**config.mk**
```make
export PLATFORM = sky130hd
export DESIGN_NAME = odt_hold_monitor
export DESIGN_NICKNAME = d
export VERILOG_FILES = /design/src/rtl/odt_hold_pkg.sv /design/src/rtl/odt_hold_ctrl.sv /design/src/rtl/odt_hold_dp.sv /design/src/rtl/odt_hold_monitor.sv
export SDC_FILE = /design/constraint.sdc
export NUM_CORES = 1
export LEC_CHECK = 0
export CORE_AREA = 2 2 39 41
export DETAILED_ROUTE_END_ITERATION = 16
export DIE_AREA = 0 0 41 43
export DONT_BUFFER_PORTS = 1
export GPL_TIMING_DRIVEN = 1
export PLACE_DENSITY = 0.51
export SYNTH_ARGS = -nofsm -noshare
export SYNTH_HDL_FRONTEND = slang
export SYNTH_SLANG_ARGS = --single-unit
```
**constraint.sdc**
```tcl
create_clock -name clk -period 1.6 [get_ports clk]
set_clock_uncertainty 0.15 [all_clocks]
set_input_delay 0 -clock clk [delete_from_list [all_inputs] [get_ports clk]]
set_output_delay 0 -clock clk [all_outputs]
set_load 0.02 [all_outputs]
```
**src/rtl/odt_hold_pkg.sv**
```systemverilog
package odt_hold_pkg;

  typedef enum logic [1:0] {
    RULE_NONE = 2'd0,
    RULE_RISE = 2'd1,
    RULE_CHOP = 2'd2,
    RULE_FULL = 2'd3
  } odtRule_e;

  typedef struct packed {
    logic high;
    logic rise;
    logic fall;
    logic wrChopEv;
    logic wrFullEv;
    logic clr;
  } odtStrobes_t;

  function automatic int maxOf3(input int a, input int b, input int c);
    int m;
    m = a;
    if (b > m) m = b;
    if (c > m) m = c;
    return m;
  endfunction

endpackage

```
**src/rtl/odt_hold_ctrl.sv**
```systemverilog
module odt_hold_ctrl
  import odt_hold_pkg::*;
(
  input  logic        clk,
  input  logic        rstN,
  input  logic        clear,
  input  logic        odtIn,
  input  logic        wrValid,
  input  logic        wrChop,
  output odtStrobes_t stb
);

  logic prevOdt;

  // Level tracking keeps running through a clear; only reset forces low.
  always_ff @(posedge clk or negedge rstN) begin
    if (!rstN) prevOdt <= 1'b0;
    else       prevOdt <= odtIn;
  end

  always_comb begin
    stb.high     = odtIn;
    stb.rise     = odtIn & ~prevOdt;
    stb.fall     = ~odtIn & prevOdt;
    stb.wrChopEv = wrValid & odtIn & wrChop;
    stb.wrFullEv = wrValid & odtIn & ~wrChop;
    stb.clr      = clear;
  end

endmodule

```
**src/rtl/odt_hold_dp.sv**
```systemverilog
module odt_hold_dp
  import odt_hold_pkg::*;
#(
  parameter int HOLD_RISE = 4,
  parameter int HOLD_CHOP = 4,
  parameter int HOLD_FULL = 6
) (
  input  logic        clk,
  input  logic        rstN,
  input  odtStrobes_t stb,
  output logic        violPulse,
  output logic        violFlag,
  output odtRule_e    violCode
);

  localparam int HOLD_MAX = maxOf3(HOLD_RISE, HOLD_CHOP, HOLD_FULL);
  localparam int CNT_W    = $clog2(HOLD_MAX + 1);
  localparam int NRULES   = 3;

  // Remaining high cycles after the event cycle itself.
  localparam logic [CNT_W-1:0] LEN_RISE = CNT_W'(HOLD_RISE - 1);
  localparam logic [CNT_W-1:0] LEN_CHOP = CNT_W'(HOLD_CHOP - 1);
  localparam logic [CNT_W-1:0] LEN_FULL = CNT_W'(HOLD_FULL - 1);

  logic [CNT_W-1:0] remCnt;
  odtRule_e         curRule;
  logic [CNT_W-1:0] remDec;
  logic [CNT_W-1:0] bestLen;
  odtRule_e         bestRule;

  logic             evHit  [NRULES];
  logic [CNT_W-1:0] evLen  [NRULES];
  odtRule_e         evRule [NRULES];

  // Candidate order sets tie priority: later entries win on equal length.
  assign evHit[0]  = stb.rise;
  assign evLen[0]  = LEN_RISE;
  assign evRule[0] = RULE_RISE;
  assign evHit[1]  = stb.wrChopEv;
  assign evLen[1]  = LEN_CHOP;
  assign evRule[1] = RULE_CHOP;
  assign evHit[2]  = stb.wrFullEv;
  assign evLen[2]  = LEN_FULL;
  assign evRule[2] = RULE_FULL;

  assign remDec = (remCnt == '0) ? '0 : remCnt - 1'b1;

  always_comb begin
    bestLen  = remDec;
    bestRule = curRule;
    for (int k = 0; k < NRULES; k++) begin
      if (evHit[k] && (evLen[k] >= bestLen)) begin
        bestLen  = evLen[k];
        bestRule = evRule[k];
      end
    end
  end

  always_ff @(posedge clk or negedge rstN) begin
    if (!rstN) begin
      remCnt    <= '0;
      curRule   <= RULE_NONE;
      violPulse <= 1'b0;
      violFlag  <= 1'b0;
      violCode  <= RULE_NONE;
    end else if (stb.clr) begin
      remCnt    <= '0;
      curRule   <= RULE_NONE;
      violPulse <= 1'b0;
      violFlag  <= 1'b0;
      violCode  <= RULE_NONE;
    end else begin
      violPulse <= 1'b0;
      if (stb.high) begin
        remCnt  <= bestLen;
        curRule <= bestRule;
      end else begin
        remCnt  <= '0;
        curRule <= RULE_NONE;
      end
      if (stb.fall && (remCnt != '0)) begin
        violPulse <= 1'b1;
        violFlag  <= 1'b1;
        violCode  <= curRule;
      end
    end
  end

endmodule

```
**src/rtl/odt_hold_monitor.sv**
```systemverilog
module odt_hold_monitor
  import odt_hold_pkg::*;
#(
  parameter int HOLD_RISE = 4,
  parameter int HOLD_CHOP = 4,
  parameter int HOLD_FULL = 6
) (
  input  logic       clk,
  input  logic       rstN,
  input  logic       clear,
  input  logic       odtIn,
  input  logic       wrValid,
  input  logic       wrChop,
  output logic       violPulse,
  output logic       violFlag,
  output logic [1:0] violCode
);

  odtStrobes_t stb;
  odtRule_e    codeQ;

  odt_hold_ctrl uCtrl (
    .clk     (clk),
    .rstN    (rstN),
    .clear   (clear),
    .odtIn   (odtIn),
    .wrValid (wrValid),
    .wrChop  (wrChop),
    .stb     (stb)
  );

  odt_hold_dp #(
    .HOLD_RISE (HOLD_RISE),
    .HOLD_CHOP (HOLD_CHOP),
    .HOLD_FULL (HOLD_FULL)
  ) uDp (
    .clk       (clk),
    .rstN      (rstN),
    .stb       (stb),
    .violPulse (violPulse),
    .violFlag  (violFlag),
    .violCode  (codeQ)
  );

  assign violCode = codeQ;

endmodule

```
Yosys cells after proc, flatten, opt, wreduce, memory -nomap -nowiden
Cells that the tools add are included.
{"block": "classes", "n_addsub": 1, "multipliers": 0, "div_mod_pow": 0, "magnitude_cmp": 3, "n_eq_ne": 1, "n_shift": 0, "mux": 17, "n_bitwise": 8, "reduce_logical": 7}
{"operator": "2-to-1 mux 3 bit", "count": 6}
{"operator": "2-to-1 mux 2 bit", "count": 7}
{"operator": ">= comparator 2 x 3 -> 1 bit, first input constant", "count": 2}
{"operator": "AND 1 bit", "count": 5}
{"operator": "!= test 5 x 2 -> 1 bit, second input constant", "count": 1}
{"operator": "logical AND 1 bit", "count": 4}
{"operator": "2-to-1 mux 1 bit", "count": 4}
{"operator": ">= comparator 3 bit, first input constant", "count": 1}
{"operator": "logical NOT 3 bit", "count": 1}
{"operator": "NOT 1 bit", "count": 3}
{"operator": "nonzero test 3 bit", "count": 1}
{"operator": "subtractor 3 x 1 -> 3 bit, second input constant", "count": 1}
{"operator": "nonzero test 2 bit", "count": 1}
{"block": "totals", "regBits": 10, "latchBits": 0, "mem_bits_rw": 0, "romBits": 0, "inputBits": 6, "output_inout_bits": 4, "word_cells": 43, "mem_count": 0}

Longest topological paths before layout
{"block": "logic_depth", "word_depth": 13, "depth_mapped": 3}

Modules after synthesis
A second synthesis with hierarchy kept.
{"block": "hier_totals", "hier_cells": 50, "hier_area_um2": 506.7}
{"module": "odt_hold_dp", "n_inst": 1, "cells_per_inst": 43, "area_per_inst_um2": 436.7}
{"module": "odt_hold_ctrl", "n_inst": 1, "cells_per_inst": 7, "area_per_inst_um2": 70.1}

Least setup slack after synthesis
No wires, ideal clock.
{"block": "synth_path", "kind": "flip-flop to flip-flop", "startpoint": "register uDp.remCnt[1]", "endpoint": "register uDp.curRule[0]", "arrival_ns": 1.130, "slack_ns": 0.224, "path_stages_with_launch": 4, "period_less_slack_ns": 1.376, "path_cell_list": "dfrtp_1 -> and2_4 -> a211o_1 -> a311oi_2"}
{"block": "synth_via", "elab_chain_cells": 13}
{"item": "start: declaration", "line_no": "odt_hold_dp.sv:25", "rtl": "logic [CNT_W-1:0] remCnt;"}
{"item": "start signal: assignment", "line_no": "odt_hold_dp.sv:75", "rtl": "remCnt <= bestLen;"}
{"item": "subtractor 3 x 1 -> 3 bit / logical NOT 3 bit (equally long branches)", "line_no": "odt_hold_dp.sv:46", "rtl": "assign remDec = (remCnt == '0) ? '0 : remCnt - 1'b1;"}
{"item": "2-to-1 mux 3 bit *", "line_no": "odt_hold_dp.sv:46"}
{"item": ">= comparator 2 x 3 -> 1 bit", "line_no": "odt_hold_dp.sv:52", "rtl": "if (evHit[k] && (evLen[k] >= bestLen)) begin"}
{"item": "logical AND 1 bit", "line_no": "odt_hold_dp.sv:52"}
{"item": "2-to-1 mux 3 bit", "line_no": "odt_hold_dp.sv:52"}
{"item": ">= comparator 2 x 3 -> 1 bit", "line_no": "odt_hold_dp.sv:52"}
{"item": "logical AND 1 bit", "line_no": "odt_hold_dp.sv:52"}
{"item": "2-to-1 mux 3 bit", "line_no": "odt_hold_dp.sv:52"}
{"item": ">= comparator 3 bit", "line_no": "odt_hold_dp.sv:52"}
{"item": "logical AND 1 bit", "line_no": "odt_hold_dp.sv:52"}
{"item": "2-to-1 mux 2 bit", "line_no": "odt_hold_dp.sv:52"}
{"item": "2-to-1 mux 2 bit", "line_no": "odt_hold_dp.sv:74", "rtl": "if (stb.high) begin"}
{"item": "2-to-1 mux 2 bit", "line_no": "odt_hold_dp.sv:66", "rtl": "end else if (stb.clr) begin"}
{"item": "end signal: assignment", "line_no": "odt_hold_dp.sv:76", "rtl": "curRule <= bestRule;"}
{"item": "end: declaration", "line_no": "odt_hold_dp.sv:26", "rtl": "odtRule_e curRule;"}
Mark *: on every way between the ends. The rest lies on a longest branch, timed or not.
A chain may end at the register's enable or synchronous reset.

Worst setup path in the final report
{"block": "layout_path", "startpoint": "register uDp.remCnt[2]", "endpoint": "register uDp.violFlag"}
{"block": "layout_via", "elab_chain_cells": 3}
{"item": "nonzero test 3 bit", "line_no": "odt_hold_dp.sv:81", "rtl": "if (stb.fall && (remCnt != '0)) begin"}
{"item": "logical AND 1 bit", "line_no": "odt_hold_dp.sv:81"}
{"item": "nonzero test 2 bit (no source line)"}
{"item": "end signal: assignment", "line_no": "odt_hold_dp.sv:64", "rtl": "violFlag <= 1'b0;"}
{"item": "end signal: assignment", "line_no": "odt_hold_dp.sv:70", "rtl": "violFlag <= 1'b0;"}
{"item": "end signal: assignment", "line_no": "odt_hold_dp.sv:83", "rtl": "violFlag <= 1'b1;"}
{"item": "end: declaration", "line_no": "odt_hold_dp.sv:12", "rtl": "output logic violFlag,"}
No other way between the ends.

==> results.json <==
{
  "global_route.usage.total": 0.153,
  "viasPerCell": 5.82,
  "route.vias.total": 425,
  "share_comb_of_total_power": 0.124,
  "timing_worst_slew_pin_value_ns": 0.478,
  "post_synthesis_net_count": 53,
  "timing.fmax_ghz": 0.661,
  "worstSetupPathType": "flip-flop to flip-flop",
  "required_ns": 1.59,
  "postSynthRegisterBits": 10,
  "layout-drive-gt1-share": 0.123,
  "io_pins": 10,
  "syn_avg_cell_area_um2": 10.2,
  "power_frac_seq": 0.541,
  "grt_antenna_before_repair": 0,
  "syn-cell-area_um2": 478,
  "final_cell_area_um2": 591,
  "synth_area_leader_cell": "sky130_fd_sc_hd__dfrtp_1",
  "synth_compound_area_frac": 0.228,
  "timing.slew.headroom": 0.680,
  "clkLatencyLatePin_ns": 0.26,
  "grt_pass1_wl_mm": 1.81,
  "routed_wirelength_mm": 1.11,
  "cts_tree": "yes",
  "timing.reg2reg.worst_path_depth": 3,
  "maxSlewViolCount": 0,
  "synth_top_family_by_area": "compound AO/OA/AOI/OAI gates",
  "placement.cell_area_um2": 498,
  "report.final.setup_viol": 0,
  "hold_depth": 3,
  "drt_first_iter_violations": 16,
  "cts_resized": 0,
  "net-switching-power_w": 0.000125,
  "synth_sequential_area_ratio": 0.524,
  "pin_count_of_the_biggest_net_entering_global_routing": 11,
  "synth_mux_area_frac": 0,
  "crit_arrival_ns": 1.50,
  "switching_share": 0.249,
  "ys.warnings.count": 0,
  "die_area_mm2": 0.00176,
  "die_width_um": 41,
  "place_inst": 63,
  "ctsHoldBuffers": 7,
  "drtAntennaViolNets": 0,
  "initial_utilization": 0.345,
  "synth.top_cell.area_share": 0.524,
  "synth-adder-area-share": 0,
  "yosys.area_share.simple": 0.217,
  "port-buffer-count": 0,
  "final-instance-count-excl-fill": 73,
  "fin_hold_ws_ns": 0.0271,
  "final_net_count": 65,
  "power_per_cell_area_mw_per_mm2": 851,
  "p_leak_nw": 0.266,
  "clock_power_share": 0.334,
  "post-route-period-util": 0.945,
  "layout_min_cycle_time_ns": 1.51,
  "fp.coreArea_mm2": 0.00138,
  "crit_path_start_kind": "flip-flop",
  "timing.setup.tns_ns": 0,
  "hp-class": "input port to flip-flop",
  "cts.root.buffer_cell": "sky130_fd_sc_hd__clkbuf_4",
  "internal_power_contribution_w": 0.000377,
  "grt_pass1_vias": 435,
  "path_max_fanout": 8,
  "critical_path.endpoint_type": "flip-flop",
  "rsz0062_at_grt": "false",
  "first_pass_iters": 4,
  "floorplan.rows": 14,
  "outcome": "complete, no violations",
  "drc_errors": 0,
  "layout.filler_cells": 126,
  "synthXorXnorAreaFrac": 0,
  "yosys-top-cells-area": "sky130_fd_sc_hd__dfrtp_1 52%, sky130_fd_sc_hd__nand2b_1 6.5%, sky130_fd_sc_hd__a21oi_1 4.2%",
  "grt-ovfl-total": 0,
  "cap_violations": 0,
  "wl_per_cell_um": 15.2,
  "routabilityCongestion": 0.923,
  "diodes": 0,
  "htreeDepth": 1,
  "cts.clk_slew.worst_paths_ns": 0.07,
  "cts_setup_buffers": 0,
  "die-height_um": 43,
  "clock_sink_count": 10,
  "yosysUniqueCellTypes": 18,
  "ctsLongestPathBuffers": 2,
  "final_hold_viol_count": 0,
  "netlist_instances": 47,
  "tritoncts.num_buffers": 3,
  "vdd_ir_drop_max_mv": 0.407,
  "detailedPlacementHpwl_um": 795,
  "areaGrowthSynthToFinish_pct": 23.6
}
## power by group through the flow
stage	Combinational [W]	Sequential, W	Clock (W)
floorplan	0.0000321	0.000274	0
global placement	0.0000385	0.000276	0
detailed placement	0.0000391	0.000277	0
CTS	0.0000618	0.000272	0.000172
global route	0.0000688	0.000274	0.000189
finish	0.0000625	0.000272	0.000168
## final cells by class
type | count | area, µm² | area share
clock buffer | 3 | 22.5 | 0.0381
inverter | 4 | 15.0 | 0.0254
tap | 16 | 20.0 | 0.0339
timing repair buffer | 7 | 70.1 | 0.119
sequential | 10 | 250 | 0.424
multi-input combinational | 33 | 213 | 0.360
## cell families after synthesis
logic type,after synthesis
compound gates,16
buf+inv,4
flops,10
simple gates,17
## through the flow
stage	power, W	worst slack (ns)	utilization
finish	0.000503	0.0880	0.427
detailed placement	0.000316	0.119	0.360
global placement	0.000314	0.167	0.360
CTS	0.000506	0.106	0.427
floorplan	0.000307	0.224	-
global route	0.000531	0.0434	0.427
## path summary, 6_finish.rpt
kind | start | endpoint | slack, ns
max in group asynchronous | rstN | uDp.remCnt[0] | 0.46
hold / removal | wrChop | uDp.curRule[0] | 0.03
setup / recovery | uDp.remCnt[2] | uDp.violFlag | 0.09
setup reg to reg | uDp.remCnt[2] | uDp.violFlag | 0.09
hold reg to reg | uDp.curRule[0] | uDp.violCode[0] | 0.41
min in group asynchronous | rstN | uDp.violPulse | 0.52
## synthesized netlist by cell type (all sizes together)
library cell  number
a211o              1
a21oi              4
a311oi             1
a31oi              3
and2               1
dfrtp             10
inv                4
nand2b             6
nand3              3
nor2               3
nor2b              1
nor3               2
o211a              1
o21a               1
o21ai              4
o22a               1
or3                1
## metal layers
layer	share of wire	track usage	wire (µm)
met1	0.40	0.192	449
met5	0	0	0
met2	0.51	0.228	564
met4	0.0081	0.0867	9
met3	0.077	0.0366	86
## layout by cell type, fill, tap and decap left out
master,Yosys,routed
sky130_fd_sc_hd__dfrtp_1,10,10
sky130_fd_sc_hd__dlygate4sd3_1,0,7
sky130_fd_sc_hd__nand2b_1,5,5
sky130_fd_sc_hd__o21ai_0,4,4
sky130_fd_sc_hd__inv_1,4,4
sky130_fd_sc_hd__a21oi_1,4,4
sky130_fd_sc_hd__nor2_1,3,3
sky130_fd_sc_hd__nand3_1,3,3
sky130_fd_sc_hd__a31oi_1,3,3
sky130_fd_sc_hd__clkbuf_4,0,3
sky130_fd_sc_hd__nor3_1,2,2
sky130_fd_sc_hd__and2_4,1,1
sky130_fd_sc_hd__nand2b_4,1,1
sky130_fd_sc_hd__a211o_1,1,1
sky130_fd_sc_hd__o22a_1,1,1
sky130_fd_sc_hd__o21a_1,1,1
sky130_fd_sc_hd__o211a_1,1,1
sky130_fd_sc_hd__nor2b_1,1,1
sky130_fd_sc_hd__or3_2,1,1
sky130_fd_sc_hd__a311oi_2,1,1
## critical path, cell delays in order, from the launching register on
cell and delay, ns:
sky130_fd_sc_hd__dfrtp_1 0.45, sky130_fd_sc_hd__or3_2 0.55, sky130_fd_sc_hd__a21oi_1 0.18, sky130_fd_sc_hd__nor2_1 0.06
## registers in the layout, indices dropped and copies added, names as in the netlist
signal,cells
uDp.remCnt,3
uDp.curRule,2
uDp.violCode,2
uCtrl.prevOdt,1
uDp.violFlag,1
uDp.violPulse,1
Power figures use the tool's default switching activity.
